`config.mk`:
```
export PLATFORM = sky130hd
export DESIGN_NAME = audio_clk_div
export DESIGN_NICKNAME = d
export VERILOG_FILES = /design/src/rtl/audio_clk_pkg.sv /design/src/rtl/audio_clk_ctrl.sv /design/src/rtl/audio_clk_dpath.sv /design/src/rtl/audio_clk_div.sv
export SDC_FILE = /design/constraint.sdc
export NUM_CORES = 1
export LEC_CHECK = 0
export BUFFER_PORTS_ARGS = -buffer_cell sky130_fd_sc_hd__buf_2
export CORE_AREA = 2 2 39 41
export CTS_CLUSTER_DIAMETER = 60
export CTS_CLUSTER_SIZE = 28
export DETAILED_ROUTE_END_ITERATION = 10
export DIE_AREA = 0 0 41 43
export PLACE_DENSITY = 0.66
export SYNTH_ARGS = -nofsm -noshare
export SYNTH_HDL_FRONTEND = slang
export SYNTH_SLANG_ARGS = --single-unit
```
`constraint.sdc`:
```
create_clock -name masterClk -period 1.95 [get_ports masterClk]
set_input_delay 0.2925 -clock masterClk [delete_from_list [all_inputs] [get_ports masterClk]]
set_output_delay 0.2925 -clock masterClk [all_outputs]
set_load 0.1 [all_outputs]
```
`src/rtl/audio_clk_pkg.sv`:
```
package audio_clk_pkg;

  typedef enum logic [1:0] {
    ST_IDLE  = 2'd0,
    ST_WAIT  = 2'd1,
    ST_ALIGN = 2'd2,
    ST_RUN   = 2'd3
  } ctlState_t;

  // Strobes passed from the control unit to the divider datapath.
  typedef struct packed {
    logic clear;  // force counters to zero, outputs low
    logic hold;   // freeze divider phase this edge
    logic div3;   // latched ratio: 1 = divide by three
  } ctrlStrb_t;

endpackage

```
`src/rtl/audio_clk_ctrl.sv`:
```
module audio_clk_ctrl
  import audio_clk_pkg::*;
#(
  parameter int EARLY_EDGE = 2,
  parameter int EARLY_PULL = 1,
  parameter int LATE_PULL  = 2
) (
  input  logic      clk,
  input  logic      pwrDnN,
  input  logic      ratioSel,
  input  logic      lrFrame,
  output ctrlStrb_t strb,
  output logic      running
);

  localparam int IDX_W  = $clog2(EARLY_EDGE + 2);
  localparam int PULL_W = $clog2(LATE_PULL + 1);
  localparam logic [IDX_W-1:0]  IDX_MAX   = IDX_W'(EARLY_EDGE + 1);
  localparam logic [IDX_W-1:0]  IDX_EARLY = IDX_W'(EARLY_EDGE);
  localparam logic [PULL_W-1:0] PULL_ONE  = PULL_W'(1);
  localparam logic [PULL_W-1:0] PULL_E    = PULL_W'(EARLY_PULL);
  localparam logic [PULL_W-1:0] PULL_L    = PULL_W'(LATE_PULL);

  ctlState_t         state;
  ctlState_t         stateNxt;
  logic              modeQ;
  logic              frameQ;
  logic [IDX_W-1:0]  edgeIdx;
  logic [IDX_W-1:0]  newIdx;
  logic [PULL_W-1:0] holdLeft;
  logic [PULL_W-1:0] holdLeftNxt;
  logic [PULL_W-1:0] pullAmt;
  logic              frameRise;
  logic              seeking;
  logic              holdNow;

  // Ratio select is captured only during power-down.
  always_ff @(posedge clk) begin
    if (!pwrDnN) modeQ <= ratioSel;
  end

  always_ff @(posedge clk) begin
    frameQ <= lrFrame;
  end

  assign frameRise = lrFrame & ~frameQ;
  assign newIdx    = (edgeIdx == IDX_MAX) ? edgeIdx : edgeIdx + 1'b1;

  // Edge index since power-down, saturating just past the early window.
  always_ff @(posedge clk) begin
    if (!pwrDnN) edgeIdx <= '0;
    else         edgeIdx <= newIdx;
  end

  always_comb begin
    if (!modeQ)                  pullAmt = PULL_ONE;
    else if (newIdx <= IDX_EARLY) pullAmt = PULL_E;
    else                          pullAmt = PULL_L;
  end

  assign seeking = (state == ST_IDLE) || (state == ST_WAIT);

  always_comb begin
    stateNxt    = state;
    holdLeftNxt = holdLeft;
    holdNow     = 1'b0;
    if (!pwrDnN) begin
      stateNxt    = ST_IDLE;
      holdLeftNxt = '0;
    end else begin
      case (state)
        ST_IDLE, ST_WAIT: begin
          if (frameRise) begin
            holdNow = 1'b1;
            if (pullAmt == PULL_ONE) begin
              stateNxt = ST_RUN;
            end else begin
              stateNxt    = ST_ALIGN;
              holdLeftNxt = pullAmt - PULL_ONE;
            end
          end else begin
            stateNxt = ST_WAIT;
          end
        end
        ST_ALIGN: begin
          holdNow     = 1'b1;
          holdLeftNxt = holdLeft - PULL_ONE;
          if (holdLeft == PULL_ONE) stateNxt = ST_RUN;
        end
        default: stateNxt = ST_RUN;
      endcase
    end
  end

  always_ff @(posedge clk) begin
    state    <= stateNxt;
    holdLeft <= holdLeftNxt;
  end

  assign strb.clear = ~pwrDnN;
  assign strb.hold  = holdNow;
  assign strb.div3  = modeQ;
  assign running    = (state == ST_RUN);

  // the latched ratio never moves while power-down is released.
  a_r5_mode_frozen: assert property (@(posedge clk) disable iff (!pwrDnN)
    1'b1 |=> $stable(modeQ));

  // once running, the flag stays up until power-down.
  a_r10_running_holds: assert property (@(posedge clk) disable iff (!pwrDnN)
    running |=> running);

  // no phase freeze is requested after alignment is complete.
  a_r9_no_hold_when_running: assert property (@(posedge clk) disable iff (!pwrDnN)
    running |-> !strb.hold);

  // a freeze is requested only while seeking or aligning.
  a_r7_hold_source: assert property (@(posedge clk) disable iff (!pwrDnN)
    strb.hold |-> (seeking || state == ST_ALIGN));

endmodule

```
`src/rtl/audio_clk_dpath.sv`:
```
module audio_clk_dpath
  import audio_clk_pkg::*;
#(
  parameter int DIV_FAST = 3,
  parameter int DIV_SLOW = 2
) (
  input  logic      clk,
  input  ctrlStrb_t strb,
  output logic      ovsClk,
  output logic      bitClk
);

  localparam int PH_W = (DIV_FAST > 2) ? $clog2(DIV_FAST) : 1;
  localparam logic [PH_W-1:0] LAST_FAST = PH_W'(DIV_FAST - 1);
  localparam logic [PH_W-1:0] LAST_SLOW = PH_W'(DIV_SLOW - 1);

  logic [PH_W-1:0] phase;
  logic [PH_W-1:0] lastPh;
  logic            wrap;
  logic            bitPh;
  logic            enQ;

  assign lastPh = strb.div3 ? LAST_FAST : LAST_SLOW;
  assign wrap   = !strb.clear && !strb.hold && (phase == lastPh);

  always_ff @(posedge clk) begin
    if (strb.clear)     phase <= '0;
    else if (strb.hold) phase <= phase;
    else if (wrap)      phase <= '0;
    else                phase <= phase + 1'b1;
  end

  always_ff @(posedge clk) begin
    if (strb.clear) bitPh <= 1'b0;
    else if (wrap)  bitPh <= ~bitPh;
  end

  always_ff @(posedge clk) begin
    enQ <= ~strb.clear;
  end

  assign ovsClk = enQ & (phase == '0);
  assign bitClk = enQ & bitPh;

  // a power-down edge leaves both clocks low.
  a_r1_quiet_after_pd: assert property (@(posedge clk)
    strb.clear |=> (!ovsClk && !bitClk));

  // the phase never leaves the range of the latched ratio.
  a_r2_phase_in_range: assert property (@(posedge clk) disable iff (strb.clear)
    phase <= lastPh);

  // a freeze strobe keeps the phase unchanged across the edge.
  a_r6_hold_freezes: assert property (@(posedge clk) disable iff (strb.clear)
    strb.hold |=> $stable(phase));

  // the bit clock only changes while the oversampling clock is high.
  a_r4_bclk_rise: assert property (@(posedge clk) disable iff (strb.clear)
    $rose(bitClk) |-> ovsClk);
  a_r4_bclk_fall: assert property (@(posedge clk) disable iff (strb.clear)
    $fell(bitClk) |-> ovsClk);

endmodule

```
`src/rtl/audio_clk_div.sv`:
```
module audio_clk_div
  import audio_clk_pkg::*;
#(
  parameter int DIV_FAST   = 3,
  parameter int DIV_SLOW   = 2,
  parameter int EARLY_EDGE = 2,
  parameter int EARLY_PULL = 1,
  parameter int LATE_PULL  = 2
) (
  input  logic masterClk,
  input  logic pwrDnN,
  input  logic ratioSel,
  input  logic lrFrame,
  output logic ovsClk,
  output logic bitClk,
  output logic running
);

  ctrlStrb_t strb;

  audio_clk_ctrl #(
    .EARLY_EDGE(EARLY_EDGE),
    .EARLY_PULL(EARLY_PULL),
    .LATE_PULL (LATE_PULL)
  ) u_ctrl (
    .clk     (masterClk),
    .pwrDnN  (pwrDnN),
    .ratioSel(ratioSel),
    .lrFrame (lrFrame),
    .strb    (strb),
    .running (running)
  );

  audio_clk_dpath #(
    .DIV_FAST(DIV_FAST),
    .DIV_SLOW(DIV_SLOW)
  ) u_dpath (
    .clk   (masterClk),
    .strb  (strb),
    .ovsClk(ovsClk),
    .bitClk(bitClk)
  );

endmodule

```
==> run_results.csv <==
group,metric,value,unit
status,status,"complete, no violations",
power_and_ir_drop,p_leak,0.255,nW
global_route,grt_pass1_vias,388,
critical_path,cp_num_buf_inv,2,
clocking,cts_setup_buffers,0,
floorplan,die_y,43,um
critical_path,critical_path_arrival,1.36,ns
critical_path,endpoint_kind,"output port",
clocking,clock_path_buffers,2,
critical_path,worstSetupStartpointType,"flip-flop",
sta,timing.final.hold_violations,0,
synthesis,synth_cell_types,23,
global_route,grt_pass1_wl,1.48,mm
synthesis,async_flop_share,0,
synthesis,syn_area_per_cell,10.1,um2
synthesis,synth-seq-area-share,0.485,
sta,slew_headroom,0.642,
critical_path,cp_cell_sequence,"inv_1 -> ha_1 -> and2_1 -> buf_2",
routing,wl_per_cell,10.6,um
clocking,ctsResizeCount,0,
global_route,grt_max_degree,11,
floorplan,ios,7,
clocking,cts_sinks,12,
routing,routed_wirelength,818,um
floorplan,row_count,14,
routing,final_antenna_net_count,0,
synthesis,syn_nets,57,
clocking,numCtsBuffers,3,
worst_hold_path,hp-class,"input pin to flip-flop",
sta,max_freq,605,MHz
global_route,grt_antenna_before_repair,0,
synthesis,synth_common_cells,"11 x dfxtp_1, 6 x inv_1, 4 x a21oi_1, 3 x and2_1, 3 x nor2_1",
floorplan,die_w,41,um
final_layout,drive_gt1_frac,0.246,
synthesis,synth_seq_cells,12,
place,place_area,568,um2
critical_path,crit_family,"buffers and inverters",
critical_path,worst_path_max_delay_cell,"buf_2",
synthesis,synth_edf_count,1,
place,dp_cells,73,
final_layout,nets,68,
sta,worst_pin_slew,0.534,ns
global_route,grt-ovfl-total,0,
clocking,cts.htree.levels,1,
clocking,insertion_delay,0.27,ns
final_layout,stdcell_count,77,
sta,skew,0.000405,ns
synthesis,synthCells,51,
place,place_congestion,0.699,
synthesis,yosysTopAreaCellShare,0.427,
routing,first_pass_iters,3,
floorplan,design.die.area,1760,um2
global_route,gr-usage-all-layers,0.130,
synthesis,yosysMostFrequentCell,"dfxtp_1",
routing,dr.first_iter.drc_count,6,
floorplan,start_util,0.373,
place,port_buffers,6,
sta,setup_viol,0,
sta,fin_crit,1.65,ns
power_and_ir_drop,power_density,1010,nW/um2
sta,rsz0062_at_grt,"no",
synthesis,yosysWarnings,0,
final_layout,syn2layout_area_growth,17.2,%
sta,tns,0,ns
synthesis,synthTopCellsByArea,"dfxtp_1 43%, edfxtp_1 5.8%, a211oi_2 4.9%",
routing,routed_via_density,4.74,
power_and_ir_drop,peakVddDrop,481,uV
sta,slew_violations,0,
final_layout,antennaDiodeCount,0,
floorplan,core_area,1380,um2
run,maxCapViolations,0,
routing,drc,0,
final_layout,final_area,604,um2
critical_path,cp_max_fo,4,
synthesis,netlist_area,515,um2
power_and_ir_drop,power.total,609,uW
routing,via_count,365,
sta,post-route-period-util,0.847,
synthesis,ys.flop_type,"dfxtp_1",
critical_path,slowest_delay,0.41,ns
final_layout,fillCellCount,139,
critical_path,critPathKind,"flip-flop to output port",
clocking,cts_tree,"done",
synthesis,synth_area_leader_cell,"dfxtp_1",
clocking,cts-root-buf,"clkbuf_4",
clocking,cts_hold_buf,0,
sta,fin_hold_ws,0.139,ns
clocking,cts.clk_slew.worst_paths,0.08,ns
critical_path,worst_ep_required_time,1.66,ns
[routing by layer]
layer	part of all wire	GRT usage	vias to the layer above
li1	-	-	199
met1	0.51	0.158	160
met5	0	0	-
met2	0.44	0.169	4
met4	0.012	0.140	0
met3	0.033	0.0314	2
[worst reg2reg max path, cell delays in order (launching register included)]
cell and delay (ns):
edfxtp_1 0.48, or3b_1 0.40, a211oi_2 0.24, mux2i_1 0.20
[power by group]
| group | switching [mW] | internal (mW) | total (mW) |
|---|---|---|---|
| logic | 0.0768 | 0.0431 | 0.120 |
| clock network | 0.0850 | 0.114 | 0.198 |
| registers | 0.0194 | 0.271 | 0.291 |
[metrics by stage]
stage | utilization | setup WS, ns
floorplan | - | 0.409
global placement | 0.410 | 0.591
detailed placement | 0.410 | 0.565
CTS | 0.437 | 0.273
global route | 0.437 | 0.187
finish | 0.437 | 0.298
[cell usage in the layout, fill, tap and decap left out, drive strengths merged, types with 3 or more instances in the layout]
cell,synthesis,layout
dfxtp,11,11
buf,1,7
inv,6,6
a21oi,4,4
clkbuf,0,4
a211oi,4,4
and2,3,3
nor2,3,3
[state kept, by name, summed over array words and instances, names as in the netlist]
name	flops
u_ctrl.edgeIdx	2
u_ctrl.frameQ	1
u_ctrl.holdLeft	2
u_ctrl.modeQ	1
u_ctrl.state	2
u_dpath.bitPh	1
u_dpath.enQ	1
u_dpath.phase	2
[logic make-up after synthesis]
logic type	after synthesis	share of synthesized area
compound gates	14	0.221
simple gates	14	0.165
flops	12	0.485
buf+inv	8	0.0607
fa+ha+maj	2	0.0485
mux	1	0.0194
[area by class of cell]
cell class	count	area (um2)	area share
Sequential cell	12	250	0.414
Multi-Input combinational cell	31	234	0.387
Timing Repair Buffer	7	37.5	0.0621
Clock buffer	4	36.3	0.0600
Inverter	7	26.3	0.0435
Tap cell	16	20.0	0.0331
[path summary, 6_finish.rpt]
path	startpoint	to	slack, ns	cells past startpoint
max	u_dpath.phase[1]	ovsClk	0.30	4
min	lrFrame	u_ctrl.frameQ	0.14	1
max reg2reg	u_ctrl.modeQ	u_dpath.bitPh	0.56	3
min reg2reg	u_ctrl.edgeIdx[0]	u_ctrl.edgeIdx[0]	0.44	1
No activity file was read; power rests on OpenSTA's default activity.
